===== src/rtl/swallow_pkg.sv =====
package swallow_pkg;
  localparam int PSC_MOD  = 16;
  localparam int IMG_W    = 24;
  localparam int A_LSB    = 2;
  localparam int A_W      = 7;
  localparam int B_LSB    = 9;
  localparam int B_W      = 11;
  localparam logic [1:0] SEL_MAIN = 2'b01;

  typedef struct packed {
    logic [B_W-1:0] b;
    logic [A_W-1:0] a;
  } ratio_t;
endpackage


===== src/rtl/swallow_cfg.sv =====
module swallow_cfg
  import swallow_pkg::*;
#(
  parameter int DEF_A = 3,
  parameter int DEF_B = 4
) (
  input  logic       clk_i,
  input  logic       rst_ni,
  input  logic       byte_valid_i,
  input  logic [7:0] byte_i,
  output ratio_t     ratio_o,
  output logic       err_o
);
  localparam logic [A_W-1:0] A_MAX = A_W'(PSC_MOD - 1);
  localparam logic [B_W-1:0] B_MIN = B_W'(2);

  logic [15:0]      head_q;
  logic [1:0]       cnt_q;
  logic [IMG_W-1:0] full;
  logic             commit, sel_ok, bad;
  ratio_t           nxt;

  assign full   = {head_q, byte_i};
  assign commit = byte_valid_i && (cnt_q == 2'd2);
  assign sel_ok = full[1:0] == SEL_MAIN;
  assign nxt.a  = full[A_LSB +: A_W];
  assign nxt.b  = full[B_LSB +: B_W];
  assign bad    = (nxt.b < B_MIN) || (nxt.a > A_MAX) ||
                  ({{(B_W-A_W){1'b0}}, nxt.a} >= nxt.b);

  always_ff @(posedge clk_i or negedge rst_ni) begin
    if (!rst_ni) begin
      head_q  <= '0;
      cnt_q   <= '0;
      ratio_o <= '{b: B_W'(DEF_B), a: A_W'(DEF_A)};
      err_o   <= 1'b0;
    end else if (byte_valid_i) begin
      if (commit) begin
        cnt_q <= '0;
        if (sel_ok) begin
          if (bad) err_o   <= 1'b1;
          else     ratio_o <= nxt;
        end
      end else begin
        head_q <= {head_q[7:0], byte_i};
        cnt_q  <= cnt_q + 2'd1;
      end
    end
  end


  err_sticky_chk: assert property (@(posedge clk_i) disable iff (!rst_ni)
    err_o |=> err_o);

  ratio_legal_chk: assert property (@(posedge clk_i) disable iff (!rst_ni)
    (ratio_o.b >= B_MIN) && (ratio_o.a <= A_MAX) &&
    ({{(B_W-A_W){1'b0}}, ratio_o.a} < ratio_o.b));

  ratio_hold_chk: assert property (@(posedge clk_i) disable iff (!rst_ni)
    !commit |=> $stable(ratio_o));
endmodule


===== src/rtl/swallow_core.sv =====
module swallow_core
  import swallow_pkg::*;
#(
  parameter int DEF_A = 3,
  parameter int DEF_B = 4
) (
  input  logic   clk_i,
  input  logic   rst_ni,
  input  ratio_t ratio_i,
  output logic   div_o
);
  localparam int PW = $clog2(PSC_MOD + 1);
  localparam int AW = $clog2(PSC_MOD);

  logic [PW-1:0]  psc_q;
  logic [AW-1:0]  a_left_q;
  logic [B_W-1:0] b_left_q;
  logic           psc_tc, cyc_end;

  // Modulus 17 while swallows remain, 16 afterwards
  assign psc_tc  = psc_q == ((a_left_q != '0) ? PW'(PSC_MOD) : PW'(PSC_MOD - 1));
  assign cyc_end = psc_tc && (b_left_q == B_W'(1));

  always_ff @(posedge clk_i or negedge rst_ni) begin
    if (!rst_ni) begin
      psc_q    <= '0;
      a_left_q <= AW'(DEF_A);
      b_left_q <= B_W'(DEF_B);
      div_o    <= 1'b0;
    end else begin
      div_o <= cyc_end;
      if (psc_tc) begin
        psc_q <= '0;
        if (cyc_end) begin
          a_left_q <= ratio_i.a[AW-1:0];
          b_left_q <= ratio_i.b;
        end else begin
          b_left_q <= b_left_q - B_W'(1);
          if (a_left_q != '0) a_left_q <= a_left_q - AW'(1);
        end
      end else begin
        psc_q <= psc_q + PW'(1);
      end
    end
  end


  pulse_width_chk: assert property (@(posedge clk_i) disable iff (!rst_ni)
    div_o |=> !div_o);

  psc_range_chk: assert property (@(posedge clk_i) disable iff (!rst_ni)
    psc_q <= PW'(PSC_MOD));

  main_hold_chk: assert property (@(posedge clk_i) disable iff (!rst_ni)
    !psc_tc |=> $stable(b_left_q) && $stable(a_left_q));

  main_nonzero_chk: assert property (@(posedge clk_i) disable iff (!rst_ni)
    b_left_q != '0);
endmodule


===== src/rtl/swallow_div.sv =====
module swallow_div
  import swallow_pkg::*;
#(
  parameter int DEF_A = 3,
  parameter int DEF_B = 4
) (
  input  logic       clk_i,
  input  logic       rst_ni,
  input  logic       byte_valid_i,
  input  logic [7:0] byte_i,
  output logic       div_o,
  output logic       cfg_err_o
);
  ratio_t ratio;

  swallow_cfg #(.DEF_A(DEF_A), .DEF_B(DEF_B)) u_cfg (
    .clk_i        (clk_i),
    .rst_ni       (rst_ni),
    .byte_valid_i (byte_valid_i),
    .byte_i       (byte_i),
    .ratio_o      (ratio),
    .err_o        (cfg_err_o)
  );

  swallow_core #(.DEF_A(DEF_A), .DEF_B(DEF_B)) u_core (
    .clk_i   (clk_i),
    .rst_ni  (rst_ni),
    .ratio_i (ratio),
    .div_o   (div_o)
  );
endmodule


===== config.mk =====
export PLATFORM = sky130hd
export DESIGN_NAME = swallow_div
export DESIGN_NICKNAME = d
export VERILOG_FILES = /design/src/rtl/swallow_pkg.sv /design/src/rtl/swallow_cfg.sv /design/src/rtl/swallow_core.sv /design/src/rtl/swallow_div.sv
export SDC_FILE = /design/constraint.sdc
export NUM_CORES = 1
export LEC_CHECK = 0
export ABC_CLOCK_PERIOD_IN_PS = 2100
export BUFFER_PORTS_ARGS = -buffer_cell sky130_fd_sc_hd__buf_2
export CAP_MARGIN = 5
export CORE_MARGIN = 8
export CORE_UTILIZATION = 40
export CTS_BUF_LIST = sky130_fd_sc_hd__clkbuf_4 sky130_fd_sc_hd__clkbuf_8
export DETAILED_ROUTE_END_ITERATION = 10
export GPL_ROUTABILITY_DRIVEN = 0
export GPL_TIMING_DRIVEN = 0
export SLEW_MARGIN = 20
export SYNTH_ARGS = -nofsm -noshare
export SYNTH_HDL_FRONTEND = slang
export SYNTH_HIERARCHICAL = 1
export SYNTH_SLANG_ARGS = --single-unit

===== constraint.sdc =====
create_clock -name clk_i -period 2.1 [get_ports clk_i]
set_input_delay 0.42 -clock clk_i [delete_from_list [all_inputs] [get_ports clk_i]]
set_output_delay 0.42 -clock clk_i [all_outputs]
set_load 0.03 [all_outputs]

==> impl_metrics.toml, run 1 <==
[run_status]
status = "completed"

[synth]
syn-cell-area_sq_um = 2720
syn_nets = 283
yosys_warnings = 6
post_synth.cell_area_avg_sq_um = 10.4
syn_inst = 261

[routing]
ant_nets = 0
dr.pass1.iters = 4
drtIter0Drc = 58
wl_um = 6220
drt-vias-per-instance = 5.58
drt-wirelength-per-cell_um = 16.3
route.vias.total = 2133
drc = 0

[sta]
worst_slack_ns = 0.0424
fmax_mhz = 486
fin_skew_ns = 0.00400
relSlewSlack_pct = 56.6
finalHoldViolCount = 0
worst_slew_pin_slew_ns = 0.645
rsz0062_at_grt = "true"
setup_violations = 0
min_period_ns = 2.06
fin_crit_sh_pct = 98.0
finalMaxSlewViolations = 0

[worst_setup_path]
cp.required_ns = 2.30
crit_path_end_kind = "flop"
crit_arrival_ns = 2.25
ff2ff_path_depth = 8
crit_path_max_fanout = 10
worstSetupPathType = "reg2reg"
startpoint_type = "flop"

[run]
drv_cap = 0

[clock_network]
htree_levels = 2
cts_buffer_depth = 2
clockRootBuffer = "clkbuf_8"
clock_sinks = 51
clk_pin_slew_worst_paths_ns = 0.09
cts_made_buffers = 5
cts_tree = "yes"
clk_latency_ns = 0.30

[layout]
final_cells = 382
n_antenna_cell = 0
syn2layout_area_growth_pct = 20.9
drive_above_1_share_pct = 33.4
fin_nets = 323

[hold_path]
min_path_type = "in2async"

[global_routing]
grt_antenna_before_repair = 0
grt_max_degree = 52
grt_pass1_vias = 2048
grt-ovfl-total = 0
grt_usage_pct = 12.8
grt_pass1_wl_um = 10200

[floorplan]
die_h_um = 98.5
ios = 13
core_area_sq_um = 6680
rows = 30
dieArea_sq_um = 9710
die_w_um = 98.5
start_util_pct = 40.8

[placement]
port_buffers = 12
post-place-ws_ns = -0.340
numPlacedInstances = 353
dp_hpwl_um = 4170

[power]
power_density_nw_per_um2 = 800
vdd.ir_drop.worst_mv = 0.524
p_leak_nw = 1.36
layout by cell type (no fill, tap or decap), types with 3 or more instances in the layout:
master	n
or4_1	3
buf_2	11
nand2_1	22
a21oi_1	14
xnor2_1	3
o31ai_1	3
inv_1	14
mux2_2	13
clkbuf_8	6
ha_1	9
nand4_1	4
nand2b_1	3
dfrtp_2	3
o21ai_0	17
a22o_1	11
nand3_1	9
dfrtp_1	42
buf_4	23
nor3_1	4
a221o_1	6
a221o_2	5
dfstp_2	6
nor2_1	14
path summary, 6_finish.rpt:
path	startpoint	end	slack, ns
max in group asynchronous	rst_ni	u_cfg/head_q[0]$_DFFE_PN0P_	1.49
max reg2reg	u_cfg/head_q[5]$_DFFE_PN0P_	u_cfg/ratio_o[3]$_DFFE_PN0P_	0.04
max	u_cfg/head_q[5]$_DFFE_PN0P_	u_cfg/ratio_o[3]$_DFFE_PN0P_	0.04
min in group clk_i	byte_valid_i	u_cfg/cnt_q[1]$_DFFE_PN0P_	0.35
min	rst_ni	u_core/b_left_q[8]$_DFFE_PN0N_	0.12
min reg2reg	u_cfg/err_o$_DFFE_PN0P_	u_cfg/err_o$_DFFE_PN0P_	0.46
layer usage:
metal  global-route usage, %  up-vias  part of all wire (%)
li1                        -     1047                     -
met1                    16.1     1050                    46
met2                    21.3       24                    49
met3                    2.40       12                   2.3
met4                    4.84        0                   2.0
met5                       0        -                     0
timing repair:
item,in CTS,in global routing
pin swaps,5,13
hold buffers,0,0
setup endpoints to repair,23,22
gates resized for setup,6,21
buffers inserted,7,15
stage by stage:
| stage | cell area (sq um) | hold WS (ns) | utilization (%) | TNS (ns) | power, mW |
|---|---|---|---|---|---|
| floorplan | 2720 | 0.124 | - | 0 | 1.60 |
| global placement | 2880 | 0.437 | 43.2 | -3.61 | 1.74 |
| detailed placement | 2890 | 0.438 | 43.2 | -3.98 | 1.77 |
| CTS | 3100 | 0.154 | 46.3 | 0 | 2.57 |
| global route | 3290 | 0.186 | 49.3 | -0.0647 | 2.79 |
| finish | 3290 | 0.115 | 49.3 | 0 | 2.63 |
flip-flops by register name (all words and copies together) (netlist names):
| name | count |
|---|---|
| u_core/b_left_q | 11 |
| u_cfg/cnt_q | 2 |
| u_cfg/head_q | 12 |
| u_core/a_left_q | 4 |
| u_cfg/ratio_o | 15 |
| u_cfg/err_o | 1 |
| u_core/psc_q | 5 |
| u_core/div_o | 1 |
power by group:
| part | switching [mW] | internal, mW | total (mW) |
|---|---|---|---|
| Combinational | 0.331 | 0.342 | 0.673 |
| Clock | 0.329 | 0.386 | 0.715 |
| Sequential | 0.114 | 1.13 | 1.24 |
| Total | 0.775 | 1.86 | 2.63 |
worst max-delay path: stages, from the launching register on:
cell	delay, ns
dfrtp_1	0.39
buf_4	0.13
buf_4	0.14
nor4_2	0.34
a31oi_4	0.14
and3_2	0.23
buf_4	0.16
buf_8	0.14
a221o_1	0.29
layout make-up:
type | instances | area, sq um
fillers | 629 | 3390
multi-input cells | 183 | 1410
flip-flops and latches | 51 | 1290
repair buffers | 34 | 240
well taps | 80 | 100
plain buffers | 11 | 85.1
clock buffers | 6 | 82.6
inverters | 15 | 56.3
clock inverters | 2 | 35.0
(Power assumes the default switching activity.)
==> run 2, diff against run 1 <==
Settings changed: SYNTH_HIERARCHICAL 1 to not set.
==> run 2 against run 1 <==
Net effect: the run now ends with setup timing left; area after synthesis grew 8.0%; cell area is 10% higher; via count rose by 21%; critical path depth down 2; critical path type unchanged.
==> impl_metrics.toml, run 2 <==
[worst_setup_path]
crit_path_max_fanout = 4
crit_path_end_kind = "flop"
cpPeakStageDelay_ns = 0.55
crit_arrival_ns = 2.37
cp.required_ns = 2.30
cp_common_cell = "or4b_4"
slowest_stage = "or4b_4"
startpoint = "u_core.b_left_q[1]$_DFFE_PN0N_"
startpoint_type = "flop"
worstSetupPathType = "reg2reg"
r2r_start = "u_core.b_left_q[1]$_DFFE_PN0N_"
cp_cell_sequence = "inv_2, ha_4, or4b_4, or4b_4, and4b_1, a221o_1"

[run_status]
violations = "setup timing"
status = "finished with violations"

[synth]
synthTopCellsByCount = "dfrtp_1 (45), o21ai_0 (32), nand2_1 (21)"
post_synth.cell_area_avg_sq_um = 9.81
syn_inst = 300
ys_async_sr_fraction_pct = 100
yosys_warnings = 0
synth_top_area_cell = "dfrtp_1"
synth.most_common_cell = "dfrtp_1"
yosys_register_bits = 51
synth-edff-count = 0
syn_nets = 322
synth_area_leaders = "dfrtp_1 (38%), o21ai_0 (5.4%), dfstp_2 (5.4%)"
netlist.area_leader.share_pct = 38.3
yosys_most_used_dff = "dfrtp_1"
syn-cell-area_sq_um = 2940
synth_seq_area_share_pct = 43.6
ys_types = 46

[layout]
final_common_cell = "dfrtp_1"
syn2layout_area_growth_pct = 23.1
largestRegisters = "u_cfg.ratio_o x15, u_cfg.head_q x12, u_core.b_left_q x11"
drive_above_1_share_pct = 31.4
design_area_sq_um = 3620
n_antenna_cell = 0
final_cell_mix = "dfrtp_1 (43), buf_4 (28), o21ai_0 (25)"
fin_nets = 365
final_util_pct = 50.5
largest_reg_flops = 15
nFillCells = 651
largest_register = "u_cfg.ratio_o"

[power]
power.internal_mw = 1.92
comb_power_share_pct = 26.3
vdd.ir_drop.worst_mv = 0.500
switching_share_pct = 32.5
p_leak_nw = 1.45
pwr-share-clk_pct = 29.0
power_density_nw_per_um2 = 783
power_frac_seq_pct = 44.7
p_switching_uw = 921

[routing]
drc = 0
drtIter0Drc = 248
met1_length_um = 3390
dr.pass1.iters = 5
met2WireLength_um = 3530
route.vias.total = 2577
maxUsedRoutingLayer = "met4"
wl_um = 7360
dr_wl_met3_um = 333
drt-vias-per-instance = 5.82
ant_nets = 0
drt-wirelength-per-cell_um = 16.6

[floorplan]
dieArea_sq_um = 10400
core_area_sq_um = 7180
ios = 13
rows = 31
die_w_um = 102
die_h_um = 102
start_util_pct = 41.0

[clock_network]
cts_buffer_depth = 2
clock_sinks = 51
clk_pin_slew_worst_paths_ns = 0.10
cts_made_buffers = 5
hold_buffers = 0
clockRootBuffer = "clkbuf_8"
htree_levels = 2
clk_latency_ns = 0.31
cts_tree = "yes"

[global_routing]
grt_pass1_wl_um = 12400
grt_max_degree = 52
grt_usage_pct = 15.0
grt_pass1_vias = 2513
grt-ovfl-total = 0
grt_antenna_before_repair = 0

[placement]
port_buffers = 12
post-place-ws_ns = -0.366
dpl_cell_area_sq_um = 3130
dp_hpwl_um = 4920

[sta]
setup_tns_ns = -0.196
fmax_mhz = 461
worst_slack_ns = -0.0714
min_period_ns = 2.17
worst_slew_pin_slew_ns = 0.648
finalHoldViolCount = 0
finalMaxSlewViolations = 0
setup_violations = 5
fin_crit_sh_pct = 103
rsz0062_at_grt = "true"
relSlewSlack_pct = 56.8
holdWs_ns = 0.125
fin_skew_ns = 0.00392

[run]
drv_cap = 0

[hold_path]
min_path_type = "in2async"
## run 2: cell count changes in the layout (fill, tap and decap cells not counted), sizes merged, moves of 4 or more
cell    previous run  this run
a221o             11         1
a222oi             0        15
a22o              11         0
buf               40        48
nand3              9         5
nand4              4        14
nor2              15         9
nor2b              2        16
o211ai             1        14
o21ai             20        32
## run 2: metal layers
layer	GRT usage [%]	up-vias
li1	-	1230
met1	19.6	1251
met2	24.9	82
met3	2.41	14
met4	3.78	0
met5	0	-
## run 2: worst paths after layout
check / to / depth (start not counted) / slack (ns)
max: u_core.a_left_q[2]$_DFFE_PN0P_ / 6 / -0.07
min: u_core.psc_q[0]$_DFF_PN0_ / 1 / 0.12
max reg2reg: u_core.a_left_q[2]$_DFFE_PN0P_ / 6 / -0.07
min reg2reg: u_cfg.err_o$_DFFE_PN0P_ / 1 / 0.46
max in group asynchronous: u_cfg.head_q[1]$_DFFE_PN0P_ / 1 / 1.50
min in group clk_i: u_cfg.head_q[0]$_DFFE_PN0P_ / 2 / 0.36
## run 2: power by group through the flow
stage                     sequential [mW]  clock [mW]  combinational (mW)
final                                1.27       0.823               0.746
after global placement               1.28           0               0.582
after floorplan                      1.24           0               0.432
after global routing                 1.28       0.882               0.835
after CTS                            1.27       0.837               0.664
after detailed placement             1.29           0               0.594
## run 2: repair_timing
item                                    4_1_cts  5_1_grt
gates resized for setup                      25       30
pin swaps                                     5       14
buffers inserted                             14       13
endpoints found under the setup margin       32       31
## run 2: cell type report
cell class	instances	area (sq um)	area share [%]
plain buffers	15	104	2.87
clock inverters	3	67.6	1.87
flip-flops and latches	51	1290	35.5
inverters	14	52.6	1.45
well taps	99	124	3.42
repair buffers	39	277	7.63
multi-input cells	217	1640	45.4
clock buffers	5	68.8	1.90
## run 2: worst max-delay path: cells and delay by family (launching register included)
kind,cells,cell delay (ns)
AND/OR/NAND/NOR,3,1.23
buffers and inverters,1,0.08
AO/OA/AOI/OAI,1,0.25
flip-flops,1,0.40
adder cells (fa/ha/maj),1,0.11
## run 2: logic make-up (layout without fill, tap and decap cells)
group / count (synthesis) / after routing / synth area share [%]
AND/OR/NAND/NOR: 95 / 95 / 19.6
buffers and inverters: 32 / 76 / 4.46
AO/OA/AOI/OAI: 92 / 92 / 20.8
multiplexers: 14 / 14 / 5.36
adder cells (fa/ha/maj): 11 / 11 / 4.68
flip-flops: 51 / 51 / 43.6
XOR/XNOR: 5 / 5 / 1.49
## run 2: per-stage QoR
step                cells  total power [mW]
finish                443              2.84
global route          443              3.00
CTS                   431              2.77
detailed placement    411              1.88
global placement      411              1.86
floorplan             300              1.67
